File: src/rtl/dma_chan_pkg.sv
package dma_chan_pkg;

  typedef enum logic [2:0] {
    CH_IDLE,
    CH_CHECK,
    CH_WAIT,
    CH_REQ,
    CH_XFER,
    CH_DONE
  } ch_state_e;

  typedef enum logic [1:0] {
    UE_NEXT,
    UE_NORMAL,
    UE_ABNORMAL
  } unit_end_e;

  // Decide what happens when a transfer unit finishes.
  function automatic unit_end_e classify_unit_end(input logic err,
                                                  input logic stop,
                                                  input logic cause,
                                                  input logic cont);
    if (err)                return UE_ABNORMAL;
    else if (stop)          return UE_NORMAL;
    else if (cause && !cont) return UE_NORMAL;
    else                    return UE_NEXT;
  endfunction

  // A run may begin only when no completion flag is pending.
  function automatic logic may_start(input logic nc, input logic abc);
    return !(nc || abc);
  endfunction

endpackage

File: src/rtl/dma_chan_sticky.sv
module dma_chan_sticky (
  input  logic clk,
  input  logic rst_n,
  input  logic set_i,
  input  logic clr_i,
  output logic seen_o
);
  logic q;

  always_ff @(posedge clk or negedge rst_n) begin
    if (!rst_n)     q <= 1'b0;
    else if (clr_i) q <= 1'b0;
    else if (set_i) q <= 1'b1;
  end

  // Live event or remembered event.
  assign seen_o = q | set_i;

endmodule

File: src/rtl/dma_chan_status.sv
module dma_chan_status (
  input  logic clk,
  input  logic rst_n,
  input  logic ev_wait,
  input  logic ev_norm,
  input  logic ev_abn,
  input  logic ev_refuse,
  input  logic clr_nc,
  input  logic clr_abc,
  output logic active_o,
  output logic nc_o,
  output logic abc_o
);
  always_ff @(posedge clk or negedge rst_n) begin
    if (!rst_n) begin
      active_o <= 1'b0;
      nc_o     <= 1'b0;
      abc_o    <= 1'b0;
    end else begin
      if (ev_norm || ev_abn) active_o <= 1'b0;
      else if (ev_wait)      active_o <= 1'b1;
      // A set event beats a clear strobe in the same cycle.
      if (ev_norm)      nc_o <= 1'b1;
      else if (clr_nc)  nc_o <= 1'b0;
      if (ev_abn || ev_refuse) abc_o <= 1'b1;
      else if (clr_abc)        abc_o <= 1'b0;
    end
  end

  a_r13_active_excludes_completion: assert property (@(posedge clk) disable iff (!rst_n)
    active_o |-> !(nc_o || abc_o));

endmodule

File: src/rtl/dma_chan_fsm.sv
module dma_chan_fsm
  import dma_chan_pkg::*;
(
  input  logic      clk,
  input  logic      rst_n,
  input  logic      start_wr,
  input  logic      blocked,
  input  logic      cfg_err,
  input  logic      mode_ext,
  input  logic      ext_req,
  input  logic      stop_pend,
  input  logic      end_cause,
  input  logic      cont_mode,
  input  logic      bus_grant,
  input  logic      unit_done,
  input  logic      abort_req,
  input  logic      xfer_err,
  output ch_state_e state,
  output logic      bus_req,
  output logic      unit_start,
  output logic      unit_close,
  output logic      ev_wait,
  output logic      ev_norm,
  output logic      ev_abn,
  output logic      ev_refuse
);
  ch_state_e nxt;
  unit_end_e ue;

  assign ue = classify_unit_end(xfer_err, stop_pend, end_cause, cont_mode);

  always_comb begin
    nxt        = state;
    bus_req    = 1'b0;
    unit_start = 1'b0;
    unit_close = 1'b0;
    ev_wait    = 1'b0;
    ev_norm    = 1'b0;
    ev_abn     = 1'b0;
    ev_refuse  = 1'b0;
    case (state)
      CH_IDLE: begin
        if (start_wr) begin
          if (blocked) ev_refuse = 1'b1;
          else         nxt = CH_CHECK;
        end
      end
      CH_CHECK: begin
        if (cfg_err) begin
          ev_abn = 1'b1;
          nxt    = CH_DONE;
        end else begin
          ev_wait = 1'b1;
          nxt     = CH_WAIT;
        end
      end
      CH_WAIT: begin
        if (abort_req) begin
          ev_abn = 1'b1;
          nxt    = CH_DONE;
        end else if (stop_pend) begin
          ev_norm = 1'b1;
          nxt     = CH_DONE;
        end else if (!mode_ext || ext_req) begin
          nxt = CH_REQ;
        end
      end
      CH_REQ: begin
        bus_req = 1'b1;
        if (abort_req) begin
          ev_abn = 1'b1;
          nxt    = CH_DONE;
        end else if (bus_grant) begin
          unit_start = 1'b1;
          nxt        = CH_XFER;
        end
      end
      CH_XFER: begin
        bus_req = 1'b1;
        if (abort_req) begin
          ev_abn     = 1'b1;
          unit_close = 1'b1;
          nxt        = CH_DONE;
        end else if (unit_done) begin
          unit_close = 1'b1;
          case (ue)
            UE_NORMAL: begin
              ev_norm = 1'b1;
              nxt     = CH_DONE;
            end
            UE_ABNORMAL: begin
              ev_abn = 1'b1;
              nxt    = CH_DONE;
            end
            default: nxt = CH_WAIT;
          endcase
        end
      end
      CH_DONE: nxt = CH_IDLE;
      default: nxt = CH_IDLE;
    endcase
  end

  always_ff @(posedge clk or negedge rst_n) begin
    if (!rst_n) state <= CH_IDLE;
    else        state <= nxt;
  end

  a_r6_unit_start_one_cycle: assert property (@(posedge clk) disable iff (!rst_n)
    unit_start |=> !unit_start);

  a_r6_unit_start_in_xfer_next: assert property (@(posedge clk) disable iff (!rst_n)
    unit_start |=> (state == CH_XFER));

endmodule

File: src/rtl/dma_chan_ctrl.sv
module dma_chan_ctrl
  import dma_chan_pkg::*;
(
  input  logic clk,
  input  logic rst_n,
  input  logic start_wr,
  input  logic stop_wr,
  input  logic clr_nc,
  input  logic clr_abc,
  input  logic mode_ext,
  input  logic cont_mode,
  input  logic cfg_err,
  input  logic ext_req,
  input  logic done_n,
  input  logic bc_zero,
  input  logic bus_grant,
  input  logic unit_done,
  input  logic abort_req,
  input  logic xfer_err,
  output logic bus_req,
  output logic unit_start,
  output logic st_active,
  output logic st_nc,
  output logic st_abc
);
  ch_state_e state;
  logic unit_close, ev_wait, ev_norm, ev_abn, ev_refuse;
  logic stop_pend, done_seen, blocked, end_cause;
  logic stop_set, stop_clr, done_set, done_clr;

  assign blocked   = !may_start(st_nc, st_abc);
  assign stop_set  = stop_wr && (state != CH_IDLE) && (state != CH_DONE);
  assign stop_clr  = (state == CH_IDLE) || (state == CH_DONE);
  assign done_set  = (state == CH_XFER) && !done_n;
  assign done_clr  = unit_close || (state == CH_IDLE);
  assign end_cause = bc_zero || done_seen;

  dma_chan_sticky u_stop (
    .clk(clk), .rst_n(rst_n), .set_i(stop_set), .clr_i(stop_clr), .seen_o(stop_pend)
  );

  dma_chan_sticky u_done (
    .clk(clk), .rst_n(rst_n), .set_i(done_set), .clr_i(done_clr), .seen_o(done_seen)
  );

  dma_chan_fsm u_fsm (
    .clk(clk), .rst_n(rst_n), .start_wr(start_wr), .blocked(blocked),
    .cfg_err(cfg_err), .mode_ext(mode_ext), .ext_req(ext_req),
    .stop_pend(stop_pend), .end_cause(end_cause), .cont_mode(cont_mode),
    .bus_grant(bus_grant), .unit_done(unit_done), .abort_req(abort_req),
    .xfer_err(xfer_err), .state(state), .bus_req(bus_req),
    .unit_start(unit_start), .unit_close(unit_close), .ev_wait(ev_wait),
    .ev_norm(ev_norm), .ev_abn(ev_abn), .ev_refuse(ev_refuse)
  );

  dma_chan_status u_status (
    .clk(clk), .rst_n(rst_n), .ev_wait(ev_wait), .ev_norm(ev_norm),
    .ev_abn(ev_abn), .ev_refuse(ev_refuse), .clr_nc(clr_nc), .clr_abc(clr_abc),
    .active_o(st_active), .nc_o(st_nc), .abc_o(st_abc)
  );

  a_r3_req_only_when_active: assert property (@(posedge clk) disable iff (!rst_n)
    bus_req |-> st_active);

  a_r5_req_has_reason: assert property (@(posedge clk) disable iff (!rst_n)
    $rose(bus_req) |-> $past(!mode_ext || ext_req));

  a_r6_start_needs_grant: assert property (@(posedge clk) disable iff (!rst_n)
    unit_start |-> (bus_req && bus_grant));

  a_r10_nc_only_at_unit_end: assert property (@(posedge clk) disable iff (!rst_n)
    ($rose(st_nc) && $past(state == CH_XFER)) |-> $past(unit_done));

  a_r12_abn_stops_channel: assert property (@(posedge clk) disable iff (!rst_n)
    $rose(st_abc) |-> (!st_active && !bus_req));

endmodule

File: config.mk
export PLATFORM = sky130hd
export DESIGN_NAME = dma_chan_ctrl
export DESIGN_NICKNAME = d
export VERILOG_FILES = /design/src/rtl/dma_chan_pkg.sv /design/src/rtl/dma_chan_sticky.sv /design/src/rtl/dma_chan_status.sv /design/src/rtl/dma_chan_fsm.sv /design/src/rtl/dma_chan_ctrl.sv
export SDC_FILE = /design/constraint.sdc
export NUM_CORES = 1
export LEC_CHECK = 0
export ABC_AREA = 1
export CAP_MARGIN = 10
export CELL_PAD_IN_SITES_DETAIL_PLACEMENT = 1
export CELL_PAD_IN_SITES_GLOBAL_PLACEMENT = 1
export CORE_ASPECT_RATIO = 1.1
export CORE_UTILIZATION = 31
export DETAILED_ROUTE_END_ITERATION = 16
export GPL_ROUTABILITY_DRIVEN = 0
export PLACE_DENSITY = 0.86
export SYNTH_ARGS = -nofsm -noshare
export SYNTH_HDL_FRONTEND = slang
export SYNTH_SLANG_ARGS = --single-unit
File: constraint.sdc
create_clock -name clk -period 1.45 [get_ports clk]
set_input_delay 0.29 -clock clk [delete_from_list [all_inputs] [get_ports clk]]
set_output_delay 0.29 -clock clk [all_outputs]
set_load 0.01 [all_outputs]
==> reports/metrics.yaml <==
floorplan:
  core_sq_um: 2021
  pin_count: 21
  rows: 17
  die_w_microns: 46.23
  die_area_sq_um: 2341
  start_util_pct: 33.00
  die_h_microns: 50.65
sta:
  skew_ns: 0.01435
  report.final.slew_viol_count: 0
  rsz0062_at_grt: "true"
  timing.final.ws_setup_ns: -0.06014
  relSlewSlack_pct: 72.54
  setup_viol: 4
  worst_pin_slew_ns: 0.4106
  finalSetupTns_ns: -0.1806
  hold_violations: 0
  whs_ns: 0.3134
  max_freq_mhz: 662.2
  period_share_pct: 104.1
  period_needed_ns: 1.510
drt:
  vias: 833
  ant_nets: 0
  dr.pass1.iters: 4
  routed_via_density: 5.110
  wirelength_microns: 3017
  drcViolationCount: 0
  routedWlPerCell_microns: 18.51
  first_iter_violations: 8
power:
  p_per_area_nw_per_um2: 1961
  p_leak_nw: 0.5990
  finalPower_mw: 2.294
  vdd_ir_drop_max_v: 0.001124
synth:
  synth_top_area_cell: "dfrtp_1"
  ys_seq_area_share_pct: 30.02
  yosysMostFrequentCell: "nand2_1"
  ys_seq_elements: 8
  synth_ff_type: "dfrtp_1"
  syn_nets: 109
  syn_area_per_cell_sq_um: 7.171
  yosys-top-cells-area: "dfrtp_1, nand2_1, inv_1, nand3_1, nand3_2"
  synth_edf_count: 0
  synth_cell_types: 28
  synth_cells: 93
  synth.top_cell.area_share_pct: 30.02
  postSynth.asyncResetShare_pct: 100.0
  mappedNetlistArea_sq_um: 666.9
  ys_warn_count: 0
  synth_common_cells: "nand2_1, inv_1, dfrtp_1, nand3_1, nor2_1"
hold_path:
  hp-class: "in2async"
finish:
  final_core_util_pct: 57.89
  fin_nets: 153
  n_antenna_cell: 0
  drive_above_1_share_pct: 45.19
  stdcell_area_sq_um: 1170
  final_cells: 163
  syn_to_final_growth_pct: 75.42
setup_path:
  worstPathMaxFanout: 4
  start_kind: "register"
  end_kind: "register"
  path_class: "reg2reg"
  required_ns: 1.60
  rrSetupSlack_ns: -0.06
  cp.arrival_ns: 1.66
clock_network:
  clk_latency_ns: 0.27
  postCtsHoldBufs: 0
  path_clk_slew_ns: 0.06
  ctsLongestPathBuffers: 2
  h-tree-depth: 1
  clockRootBuffer: "clkbuf_4"
  cts_tree: "yes"
  clock_sinks: 8
  cts-buffers-inserted: 3
grt:
  track_usage_pct: 28.17
  grt_first_pass_wirelength_microns: 4526
  grt_pass1_vias: 950
  overflow: 0
  antenna_found_initial: 0
  grt_start_max_net_pins: 9
placed_design:
  hpwl_microns: 2010
  io_buffers: 20
  dpl_cell_area_sq_um: 1003
  preCtsSetupSlack_ns: -0.4186
  dp_cells: 155
status:
  violations: "setup timing"
  outcome: "complete, but fails checks"
run:
  maxCapViolations: 0
placed cells by master, fill, tap and decap left out:
cell type        Yosys  layout
o21ai_2              0       3
o211ai_1             1       1
nand4_1              1       1
nand3b_4             0       1
nand4_4              0       1
o22ai_1              1       1
nand3_1              8       6
clkbuf_4             0       3
buf_4                0      15
inv_1               16      16
dlygate4sd2_1        0       4
a22o_2               1       1
nand2_1             21      17
clkdlybuf4s50_1      0      14
o21ai_1              3       1
dfrtp_2              0       2
buf_2                0       2
nor2_1               5       5
nand3_4              1       2
nand3_2              3       4
inv_4                0       1
nor2_4               2       5
inv_6                1       1
a21oi_1              2       1
inv_2                4       3
a31oi_1              1       1
o221ai_2             0       1
nand2_4              1       2
nor3_4               0       1
dfrtp_1              8       6
a21oi_2              0       1
buf_6                1       5
nand2_2              2       5
nor3_2               1       1
and3_2               1       1
routing by layer:
layer  routed length, microns  track usage (%)  vias up
met1                     1167            30.50      409
met4                      135            15.20        0
met5                        0                0        -
met3                      102            5.036       12
li1                         -                -      383
met2                     1612            49.30       29
power by group:
part | leakage [nW] | switching, mW | total [mW] | internal (mW)
registers | 0.100 | 0.116 | 0.444 | 0.328
logic | 0.485 | 0.932 | 1.67 | 0.736
clock network | 0.0138 | 0.0863 | 0.182 | 0.0954
total | 0.599 | 1.13 | 2.29 | 1.16
registers in the layout, indices dropped and copies added (netlist names):
| signal | cells |
|---|---|
| u_done.q | 1 |
| u_status.nc_o | 1 |
| u_status.active_o | 1 |
| u_stop.q | 1 |
| u_fsm.state | 3 |
| u_status.abc_o | 1 |
area by class of cell:
class                           count  area, sq um
Inverter                           21        86.33
Timing Repair Buffer               40        354.1
Clock buffer                        3        22.52
Fill cell                         253        850.8
Tap cell                           28        35.03
Multi-Input combinational cell     63        469.2
Sequential cell                     8        202.7
worst paths after layout:
check | cells past startpoint | start | end
setup / recovery | 10 | u_fsm.state[2]$_DFFE_PN0P_ | u_fsm.state[2]$_DFFE_PN0P_
hold / removal | 1 | rst_n | u_status.active_o$_DFFE_PN0P_
setup reg to reg | 10 | u_fsm.state[2]$_DFFE_PN0P_ | u_fsm.state[2]$_DFFE_PN0P_
hold reg to reg | 2 | u_status.nc_o$_DFFE_PN0P_ | u_status.nc_o$_DFFE_PN0P_
max in group asynchronous | 1 | rst_n | u_fsm.state[2]$_DFFE_PN0P_
min in group clk | 2 | clr_nc | u_status.nc_o$_DFFE_PN0P_
timing repair:
action | CTS | global route
pin swaps | 4 | 3
gates resized for setup | 27 | 14
setup buffers | 3 | 2
endpoints found under the setup margin | 10 | 8
logic make-up (layout without fill, tap and decap cells):
| kind of cell | count (synthesis) | in the layout | share of synthesized area, % |
|---|---|---|---|
| DFF | 8 | 8 | 30.02 |
| AOI/OAI and AO/OA | 11 | 11 | 10.32 |
| and+or+nand+nor | 52 | 52 | 45.40 |
| buffers and inverters | 22 | 64 | 14.26 |
worst max-delay path, stage by stage (launching register included):
cell	delay (ns)
dfrtp_2	0.45
buf_6	0.14
buf_6	0.13
nand3b_4	0.09
o21ai_2	0.06
nand2_1	0.07
nand3_1	0.13
nor2_4	0.18
inv_2	0.05
nand2_1	0.06
nand2_1	0.05
Note: power is estimated with default switching activity, not from simulation.
